<file path="src/rtl/lin_iomode_pkg.sv">
package lin_iomode_pkg;

  typedef enum logic [2:0] {
    M_CFG  = 3'd0,
    M_ACT  = 3'd1,
    M_SLP  = 3'd2,
    M_STB  = 3'd3,
    M_LIMP = 3'd4
  } mode_e;

  typedef enum logic [2:0] {
    S_HIZ    = 3'd0,
    S_DATA   = 3'd1,
    S_HOLD   = 3'd2,
    S_PRESET = 3'd3,
    S_LIMP   = 3'd4
  } osel_e;

  function automatic logic is_lowpwr(input mode_e m);
    return (m == M_SLP) || (m == M_STB) || (m == M_LIMP);
  endfunction

endpackage

</file>
<file path="src/rtl/lin_iomode_fsm.sv">
module lin_iomode_fsm
  import lin_iomode_pkg::*;
(
  input  logic  clk,
  input  logic  rst,
  input  logic  por_evt,
  input  logic  uv_evt,
  input  logic  cfg_done,
  input  logic  sleep_cmd,
  input  logic  lp_kind,
  input  logic  bus_fail,
  input  logic  wake,
  output mode_e mode_q,
  output mode_e mode_d
);

  logic supply_evt;
  assign supply_evt = por_evt | uv_evt;

  // Next-mode decision; supply events win over everything.
  always_comb begin
    mode_d = mode_q;
    if (supply_evt) begin
      mode_d = M_CFG;
    end else begin
      case (mode_q)
        M_CFG:  if (cfg_done) mode_d = M_ACT;
        M_ACT: begin
          if (bus_fail)       mode_d = M_LIMP;
          else if (sleep_cmd) mode_d = lp_kind ? M_STB : M_SLP;
        end
        M_SLP, M_STB: begin
          if (bus_fail)  mode_d = M_LIMP;
          else if (wake) mode_d = M_ACT;
        end
        M_LIMP: if (!bus_fail && wake) mode_d = M_ACT;
        default: mode_d = M_CFG;
      endcase
    end
  end

  always_ff @(posedge clk) begin
    if (rst) mode_q <= M_CFG;
    else     mode_q <= mode_d;
  end

  // supply events always land in configuration
  a_r1_supply_to_cfg: assert property (@(posedge clk) disable iff (rst)
    supply_evt |=> mode_q == M_CFG);

  // configuration left only through cfg_done
  a_r3_cfg_exit: assert property (@(posedge clk) disable iff (rst)
    (mode_q == M_CFG && !cfg_done) |=> mode_q == M_CFG);

  // failure from an operating mode goes to limp-home
  a_r6_fail_to_limp: assert property (@(posedge clk) disable iff (rst)
    (!supply_evt && bus_fail && (mode_q == M_ACT || mode_q == M_SLP || mode_q == M_STB))
      |=> mode_q == M_LIMP);

  // wake from any low-power mode returns to active
  a_r9_wake_to_act: assert property (@(posedge clk) disable iff (rst)
    (!supply_evt && !bus_fail && wake && is_lowpwr(mode_q)) |=> mode_q == M_ACT);

endmodule

</file>
<file path="src/rtl/lin_iomode_outpath.sv">
module lin_iomode_outpath
  import lin_iomode_pkg::*;
#(
  parameter int OUT_W = 8
) (
  input  logic             clk,
  input  logic             rst,
  input  mode_e            mode_q,
  input  mode_e            mode_d,
  input  logic             rx_valid,
  input  logic [OUT_W-1:0] rx_data,
  input  logic             lp_hold,
  input  logic [OUT_W-1:0] lp_pattern,
  input  logic [OUT_W-1:0] limp_pattern,
  output logic [OUT_W-1:0] drive_q,
  output logic             en_q,
  output osel_e            sel_q
);

  localparam logic [OUT_W-1:0] ZERO = '0;

  logic [OUT_W-1:0] data_q;
  logic             drop_q;
  logic             stay_act;
  logic             accept;
  logic             woke;

  assign stay_act = (mode_q == M_ACT) && (mode_d == M_ACT);
  assign accept   = stay_act && rx_valid && !drop_q;
  assign woke     = (mode_d == M_ACT) && is_lowpwr(mode_q);

  // Stored output data and the wake-up frame discard flag
  always_ff @(posedge clk) begin
    if (rst || mode_d == M_CFG) begin
      data_q <= ZERO;
      drop_q <= 1'b0;
    end else begin
      if (accept) data_q <= rx_data;
      if (woke)                      drop_q <= 1'b1;
      else if (stay_act && rx_valid) drop_q <= 1'b0;
    end
  end

  // Registered pin value, enable and source
  always_ff @(posedge clk) begin
    if (rst) begin
      drive_q <= ZERO;
      en_q    <= 1'b0;
      sel_q   <= S_HIZ;
    end else begin
      case (mode_d)
        M_ACT: begin
          drive_q <= accept ? rx_data : data_q;
          en_q    <= 1'b1;
          sel_q   <= S_DATA;
        end
        M_SLP, M_STB: begin
          en_q <= 1'b1;
          if (mode_q != mode_d) begin
            if (lp_hold) begin
              sel_q <= S_HOLD;
            end else begin
              drive_q <= lp_pattern;
              sel_q   <= S_PRESET;
            end
          end
        end
        M_LIMP: begin
          drive_q <= limp_pattern;
          en_q    <= 1'b1;
          sel_q   <= S_LIMP;
        end
        default: begin
          drive_q <= ZERO;
          en_q    <= 1'b0;
          sel_q   <= S_HIZ;
        end
      endcase
    end
  end

  // configuration mode keeps the pins high impedance
  a_r2_cfg_hiz: assert property (@(posedge clk) disable iff (rst)
    (mode_q == M_CFG) |-> (!en_q && drive_q == ZERO));

  // hold-on-entry freezes the driven value
  a_r5_hold_entry: assert property (@(posedge clk) disable iff (rst)
    (mode_q == M_ACT && (mode_d == M_SLP || mode_d == M_STB) && lp_hold)
      |=> drive_q == $past(drive_q));

  // limp-home drives the limp pattern
  a_r6_limp_pattern: assert property (@(posedge clk) disable iff (rst)
    (mode_d == M_LIMP) |=> (drive_q == $past(limp_pattern) && sel_q == S_LIMP));

  // the frame right after a wake-up never reaches the pins
  a_r10_drop_first: assert property (@(posedge clk) disable iff (rst)
    (stay_act && drop_q && rx_valid) |=> drive_q == $past(data_q));

endmodule

</file>
<file path="src/rtl/lin_iomode_supply.sv">
module lin_iomode_supply
  import lin_iomode_pkg::*;
(
  input  logic  clk,
  input  logic  rst,
  input  mode_e mode_d,
  input  logic  inh_extreg,
  input  logic  inh_level,
  output logic  inh_q,
  output logic  pwm_rst_q,
  output logic  adc_rst_q
);

  logic inh_n;
  logic unit_rst_n;

  always_comb begin
    case (mode_d)
      M_ACT:   inh_n = inh_extreg | inh_level;
      M_STB:   inh_n = inh_extreg;
      M_SLP,
      M_LIMP:  inh_n = 1'b0;
      default: inh_n = 1'b1;
    endcase
    unit_rst_n = !(mode_d == M_ACT || mode_d == M_STB);
  end

  always_ff @(posedge clk) begin
    if (rst) begin
      inh_q     <= 1'b1;
      pwm_rst_q <= 1'b1;
      adc_rst_q <= 1'b1;
    end else begin
      inh_q     <= inh_n;
      pwm_rst_q <= unit_rst_n;
      adc_rst_q <= unit_rst_n;
    end
  end

  // limp-home holds both converter units in reset
  a_r7_limp_resets: assert property (@(posedge clk) disable iff (rst)
    (mode_d == M_LIMP) |=> (pwm_rst_q && adc_rst_q));

  // standby and limp differ only through the regulator setting
  a_r8_stb_inh: assert property (@(posedge clk) disable iff (rst)
    (mode_d == M_STB) |=> inh_q == $past(inh_extreg));

endmodule

</file>
<file path="src/rtl/lin_io_mode_ctrl.sv">
module lin_io_mode_ctrl
  import lin_iomode_pkg::*;
#(
  parameter int OUT_W = 8
) (
  input  logic             clk,
  input  logic             rst,
  input  logic             por_evt,
  input  logic             uv_evt,
  input  logic             cfg_done,
  input  logic             sleep_cmd,
  input  logic             lp_kind,
  input  logic             lp_hold,
  input  logic [OUT_W-1:0] lp_pattern,
  input  logic             bus_fail,
  input  logic [OUT_W-1:0] limp_pattern,
  input  logic             wake,
  input  logic             rx_valid,
  input  logic [OUT_W-1:0] rx_data,
  input  logic             inh_extreg,
  input  logic             inh_level,
  output logic [2:0]       mode,
  output logic [2:0]       out_sel,
  output logic             out_en,
  output logic [OUT_W-1:0] out_drive,
  output logic             inh,
  output logic             pwm_rst,
  output logic             adc_rst
);

  mode_e mode_q;
  mode_e mode_d;
  osel_e sel_q;

  lin_iomode_fsm u_fsm (
    .clk       (clk),
    .rst       (rst),
    .por_evt   (por_evt),
    .uv_evt    (uv_evt),
    .cfg_done  (cfg_done),
    .sleep_cmd (sleep_cmd),
    .lp_kind   (lp_kind),
    .bus_fail  (bus_fail),
    .wake      (wake),
    .mode_q    (mode_q),
    .mode_d    (mode_d)
  );

  lin_iomode_outpath #(.OUT_W(OUT_W)) u_out (
    .clk          (clk),
    .rst          (rst),
    .mode_q       (mode_q),
    .mode_d       (mode_d),
    .rx_valid     (rx_valid),
    .rx_data      (rx_data),
    .lp_hold      (lp_hold),
    .lp_pattern   (lp_pattern),
    .limp_pattern (limp_pattern),
    .drive_q      (out_drive),
    .en_q         (out_en),
    .sel_q        (sel_q)
  );

  lin_iomode_supply u_sup (
    .clk        (clk),
    .rst        (rst),
    .mode_d     (mode_d),
    .inh_extreg (inh_extreg),
    .inh_level  (inh_level),
    .inh_q      (inh),
    .pwm_rst_q  (pwm_rst),
    .adc_rst_q  (adc_rst)
  );

  assign mode    = mode_q;
  assign out_sel = sel_q;

  // the two unit resets always move together
  a_r7_resets_paired: assert property (@(posedge clk) disable iff (rst)
    pwm_rst == adc_rst);

  // configuration mode keeps INH high
  a_r2_cfg_inh: assert property (@(posedge clk) disable iff (rst)
    (mode_q == M_CFG) |-> inh);

endmodule

</file>
<file path="config.mk">
export PLATFORM = sky130hd
export DESIGN_NAME = lin_io_mode_ctrl
export DESIGN_NICKNAME = d
export VERILOG_FILES = /design/src/rtl/lin_iomode_pkg.sv /design/src/rtl/lin_iomode_fsm.sv /design/src/rtl/lin_iomode_outpath.sv /design/src/rtl/lin_iomode_supply.sv /design/src/rtl/lin_io_mode_ctrl.sv
export SDC_FILE = /design/constraint.sdc
export NUM_CORES = 1
export LEC_CHECK = 0
export ABC_AREA = 1
export BUFFER_PORTS_ARGS = -buffer_cell sky130_fd_sc_hd__buf_2
export CAP_MARGIN = 15
export CORE_UTILIZATION = 24
export DETAILED_ROUTE_END_ITERATION = 12
export PLACE_DENSITY = 0.44
export SLEW_MARGIN = 10
export SYNTH_ARGS = -nofsm -noshare
export SYNTH_HDL_FRONTEND = slang
export SYNTH_SLANG_ARGS = --single-unit
</file>
<file path="constraint.sdc">
create_clock -name clk -period 1.5 [get_ports clk]
set_input_delay 0.15 -clock clk [delete_from_list [all_inputs] [get_ports clk]]
set_output_delay 0.15 -clock clk [all_outputs]
set_load 0.01 [all_outputs]
</file>
# After elaboration in Yosys (flattened, before gate mapping)

Index checks and enable logic that the tools add are counted.

Register bits: 26
Output and inout bits: 18
Logic and storage cells: 61

Equal/unequal tests: 11
Muxes and demuxes: 20
Bitwise gates (word level): 2
Reductions and logical operators: 20

Operators by type and width:

| kind                                                   | number |
|---|---|
| two-way mux 3 bit                                      | 8 |
| two-way mux 8 bit                                      | 3 |
| one-hot mux 8 bit (3 select lines)                     | 1 |
| == test 3 x 2 -> 1 bit (second input constant)         | 4 |
| one-hot mux 3 bit (4 select lines)                     | 1 |
| one-hot mux 3 bit (3 select lines)                     | 1 |
| == test 3 x 1 -> 1 bit (second input constant)         | 2 |
| == test 3 bit (second input constant)                  | 2 |
| zero test 3 bit                                        | 2 |
| OR reduction 2 bit                                     | 3 |
| logical AND 1 bit                                      | 5 |
| two-way mux 1 bit                                      | 5 |
| logical OR 1 bit                                       | 4 |
| OR reduction 4 bit                                     | 1 |
| zero test 1 bit                                        | 3 |
| inequality test 3 bit                                  | 1 |
| one-hot mux 1 bit (3 select lines)                     | 1 |
| inequality test 2 x 1 -> 1 bit (second input constant) | 1 |
| inequality test 2 bit (second input constant)          | 1 |
| OR 1 bit                                               | 2 |
| AND reduction 2 bit                                    | 1 |
| nonzero test 2 bit                                     | 1 |

# Depth between registers and ports, before layout

Depth in word-level cells: 11
Depth in mapped cells: 13

# Modules after synthesis

Synthesis repeated with hierarchy kept, for this count alone.

Cell total of the unflattened synthesis: 241
Area total of the unflattened synthesis: 1,531.5 um^2

By module, submodules not included:

| module             | times used | cells an instance | area an instance (um^2) | sequential area each (um^2) |
|---|---|---|---|---|
| lin_iomode_outpath | 1          | 190               | 1,217.4                 | 420.4 |
| lin_iomode_fsm     | 1          | 34                | 203.9                   | 60.1 |
| lin_iomode_supply  | 1          | 17                | 110.1                   | 40.0 |

# Worst setup path after synthesis

OpenSTA, ideal clock, no wires.

Kind: flip-flop to flip-flop
Start: reg u_fsm.mode_q[1]
End: reg u_out.drive_q[1]
Setup time: 0.139 ns
Arrival time: 1.448 ns
Required time: 1.361 ns
Setup slack: -0.087 ns
Stages on the path, launching flop included: 12
Cells stage by stage: dfxtp_1 > inv_2 > nor2_4 > nand3_1 > nand4_1 > nand3_4 > nor2_4 > nand3_1 > nand3_1 > nand2_1 > nand2_1 > a21oi_2

Longest elaborated chain between the ends: 10

RTL lines:

| what                                                 | line                                               | source |
|---|---|---|
| from (decl)                                          | lin_iomode_fsm.sv:13                               | `output mode_e mode_q,` |
| from (signal assigned)                               | lin_iomode_fsm.sv:44                               | `else mode_q <= mode_d;` |
| == test 3 x 2 -> 1 bit, or another cell as far along | lin_iomode_fsm.sv:26                               | `case (mode_q)` |
| OR reduction 2 bit, or another cell as far along     | lin_iomode_fsm.sv:26                               |  |
| one-hot mux 3 bit (4 select lines)                   | lin_iomode_fsm.sv:26                               |  |
| two-way mux 3 bit                                    | lin_iomode_fsm.sv:23                               | `if (supply_evt) begin` |
| == test 3 x 1 -> 1 bit                               | lin_iomode_outpath.sv:28, lin_iomode_outpath.sv:51 |  |
| logical AND 1 bit                                    | lin_iomode_outpath.sv:28                           | `assign stay_act = (mode_q == M_ACT) && (mode_d == M_ACT);` |
| logical AND 1 bit (2 in series)                      | lin_iomode_outpath.sv:29                           | `assign accept = stay_act && rx_valid && !drop_q;` |
| two-way mux 8 bit                                    | -                                                  |  |
| one-hot mux 8 bit (3 select lines)                   | lin_iomode_outpath.sv:51                           | `case (mode_d)` |
| to (signal assigned)                                 | lin_iomode_outpath.sv:53                           | `drive_q <= accept ? rx_data : data_q;` |
| to (signal assigned)                                 | lin_iomode_outpath.sv:63                           | `drive_q <= lp_pattern;` |
| to (signal assigned)                                 | lin_iomode_outpath.sv:69                           | `drive_q <= limp_pattern;` |
| to (decl)                                            | lin_iomode_outpath.sv:15                           | `output logic [OUT_W-1:0] drive_q,` |

Parallel ways exist; a longest one is shown, timed or not.
A chain may end at the register's enable or synchronous reset.

# Final worst setup path

Same ends and word-level chain as after synthesis.

==> impl_metrics.ini <==
[clock_tree]
cts_tree = yes
cts_root_buf = clkbuf_8
cts_made_buffers = 3
insertion_delay_ns = 0.27
cts_hold_buf = 0
cts.sinks = 26
cts_max_path_buffers = 2
cts.clk_slew.worst_paths_ns = 0.09
htree_levels = 1

[setup_path]
crit_top_cell = nand2_2
cp.arrival_ns = 1.91
crit_path_cell_trace = inv_6, nand2_4, nor2_4, nand2_2, nand4_1, nand3_4, nor2_4, nand3_2, nand3_2, nand2_2, nand2_2, a21oi_2
regToRegSetupSlack_ns = -0.24
crit_type = flop to flop
end_kind = flop
worst_setup_path_start_kind = flop
worstRegToRegCells = 12
cp_max_fo = 8
critPathLaunch = u_fsm.mode_q[1]
critical-path-top-delay-family = simple AND/OR/NAND/NOR gates
max_stage_delay_ns = 0.39
timing.critical_path.to = u_out.drive_q[1]
cp_num_buf_inv = 1
worstSetupPathDepth = 12
cp.required_ns = 1.67
critPathSlowestCell = dfxtp_4
reg2reg_from = u_fsm.mode_q[1]
rr_endpoint = u_out.drive_q[1]

[finish]
finalNonFillerCells = 394
area_growth_pct = 60.3
drive_gt1_share_pct = 55.2
nNetsFinal = 357
n_antenna_cell = 0

[status]
status = finished with violations
violations = setup timing

[die]
start_util_pct = 25.0
rows = 28
coreArea_um2 = 5990
io_pins = 55
die-height_um = 81.1
die_area_um2 = 6570
die_x_um = 81.1

[power_and_ir_drop]
power_density_nw_per_um2 = 530
peakVddDrop_uv = 343
p_leak_nw = 1.17
finalPower_w = 0.00127

[worst_hold_path]
hp-class = input port to flop
min_path_cells = 3

[synthesis]
ys_ff_latch = 26
synth_top_area_share_pct = 34.7
syn_area_um2 = 1500
synth_area_leader_cell = dfxtp_1
synthCells = 226
yosys_warnings = 0
yosysSeqAreaShare_pct = 34.7
ys_top_cells_by_area = dfxtp_1 (35%), nand2_1 (16%), nand3_1 (10%)
synth_nets = 263
syn_area_per_cell_um2 = 6.64
yosysUniqueCellTypes = 24

[global_route]
track_usage_pct = 14.6
grt_pass1_wl_um = 7310
first_global_vias = 1588
grt-ovfl-total = 0
grt_max_degree = 15
grt_antenna_before_repair = 0

[sta]
setup_slack_ns = -0.240
finalCritPeriodShare_pct = 116
fin_skew_ns = 0.00812
slew-limit-headroom_pct = 81.4
finalCriticalPeriod_ns = 1.74
tightest_slew_ns = 0.278
hold_viol_final = 0
grt_setup_unrepaired = true
finalSetupViolations = 21
slew_viol_final = 0
max_freq_ghz = 0.575

[run]
cap_violations = 0

[place]
io_buffers = 54
place_congestion = 0.787
placed_cells = 380
hpwlAfterDp_um = 3400

[drt]
postRouteAntennaNets = 0
wirelength_um = 4530
drt_pass1_iterations = 4
via_per_inst = 4.22
vias = 1664
drt_iter0_drc = 35
drc_errors = 0
routedWlPerCell_um = 11.5
[power breakdown]
part	leakage (nW)	total [W]	internal, W	switching (W)
sequential	0.212	0.000693	0.000689	0.00000345
combinational	0.935	0.000172	0.0000781	0.0000939
clock	0.0228	0.000410	0.000190	0.000220
[cells in the mapped netlist, drive strengths merged]
cell type and n:
nand2 76, inv 42, nand3 32, dfxtp 26
nor2 20, a21oi 11, o21ai 8, buf 3
clkinv 3, nand4 2, o211ai 2, nor3 1
[cells in the final DEF, fill, tap and decap left out, drive strengths merged]
master	instances
dfxtp	26
a21oi	11
clkbuf	4
nor3	1
nand2	77
nand4	2
buf	91
o21ai	8
inv	42
nor2	20
nand3	32
o211ai	2
clkinv	3
[per-layer routing]
metal	GRT usage (%)	routed length, um	vias up	share of wire [%]
met5	0	0	-	0
li1	-	-	886	-
met3	2.13	154	4	3.4
met1	21.0	2340	747	52
met4	3.21	46	0	1.0
met2	22.8	1990	27	44
[per-stage QoR]
stage / setup TNS, ns / instance area, um2 / hold slack (ns) / util [%] / setup WS, ns
5_1_grt: -6.16 / 2400 / 0.129 / 40.1 / -0.372
6_report: -3.56 / 2400 / 0.120 / 40.1 / -0.240
3_3_place_gp: -2.58 / 2110 / 0.402 / 35.2 / -0.224
3_5_place_dp: -2.79 / 2110 / 0.399 / 35.2 / -0.231
2_1_floorplan: -0.218 / 1530 / 0.212 / - / -0.0328
4_1_cts: -3.35 / 2290 / 0.112 / 38.2 / -0.217
[timing repair]
action | 4_1_cts | 5_1_grt
endpoints found under the setup margin | 22 | 24
pin swaps | 13 | 22
buffers inserted | 6 | 4
gates cloned | 1 | 0
gates resized for setup | 19 | 29
endpoints found under the hold margin | 0 | 0
[sequential cells by signal, indices dropped and copies added, names as in the netlist]
| register | count |
|---|---|
| u_out.data_q | 8 |
| u_out.drive_q | 8 |
| u_fsm.mode_q | 3 |
| u_out.sel_q | 3 |
| u_out.drop_q | 1 |
| u_out.en_q | 1 |
| u_sup.adc_rst_q | 1 |
| u_sup.inh_q | 1 |
[tightest hold or removal path, cell delays in order]
cell and delay (ns):
buf_2 0.08, o21ai_0 0.06, nand3_1 0.07
[cell families (layout without fill, tap and decap cells)]
kind of cell	count (synthesis)	in the layout	synth area share, %
AO/OA/AOI/OAI	21	21	9.84
buffers and inverters	48	140	13.1
flip-flops	26	26	34.7
AND/OR/NAND/NOR	131	132	42.4
[final cells by class]
| type | instances | area, um2 |
|---|---|---|
| inverters | 45 | 183 |
| repair buffers | 91 | 596 |
| well taps | 75 | 93.8 |
| clock buffers | 4 | 45.0 |
| multi-input cells | 153 | 956 |
| flip-flops and latches | 26 | 532 |
| fillers | 657 | 3590 |
[worst min-delay path by stage]
stage          startpoint          endpoint  slack, ns
2_1_floorplan         rst  u_out.drive_q[0]       0.21
3_3_place_gp    inh_level       u_sup.inh_q       0.40
3_5_place_dp    inh_level       u_sup.inh_q       0.40
4_1_cts         inh_level       u_sup.inh_q       0.11
5_1_grt         inh_level       u_sup.inh_q       0.13
6_report        inh_level       u_sup.inh_q       0.12
No activity file was read; power rests on OpenSTA's default activity.
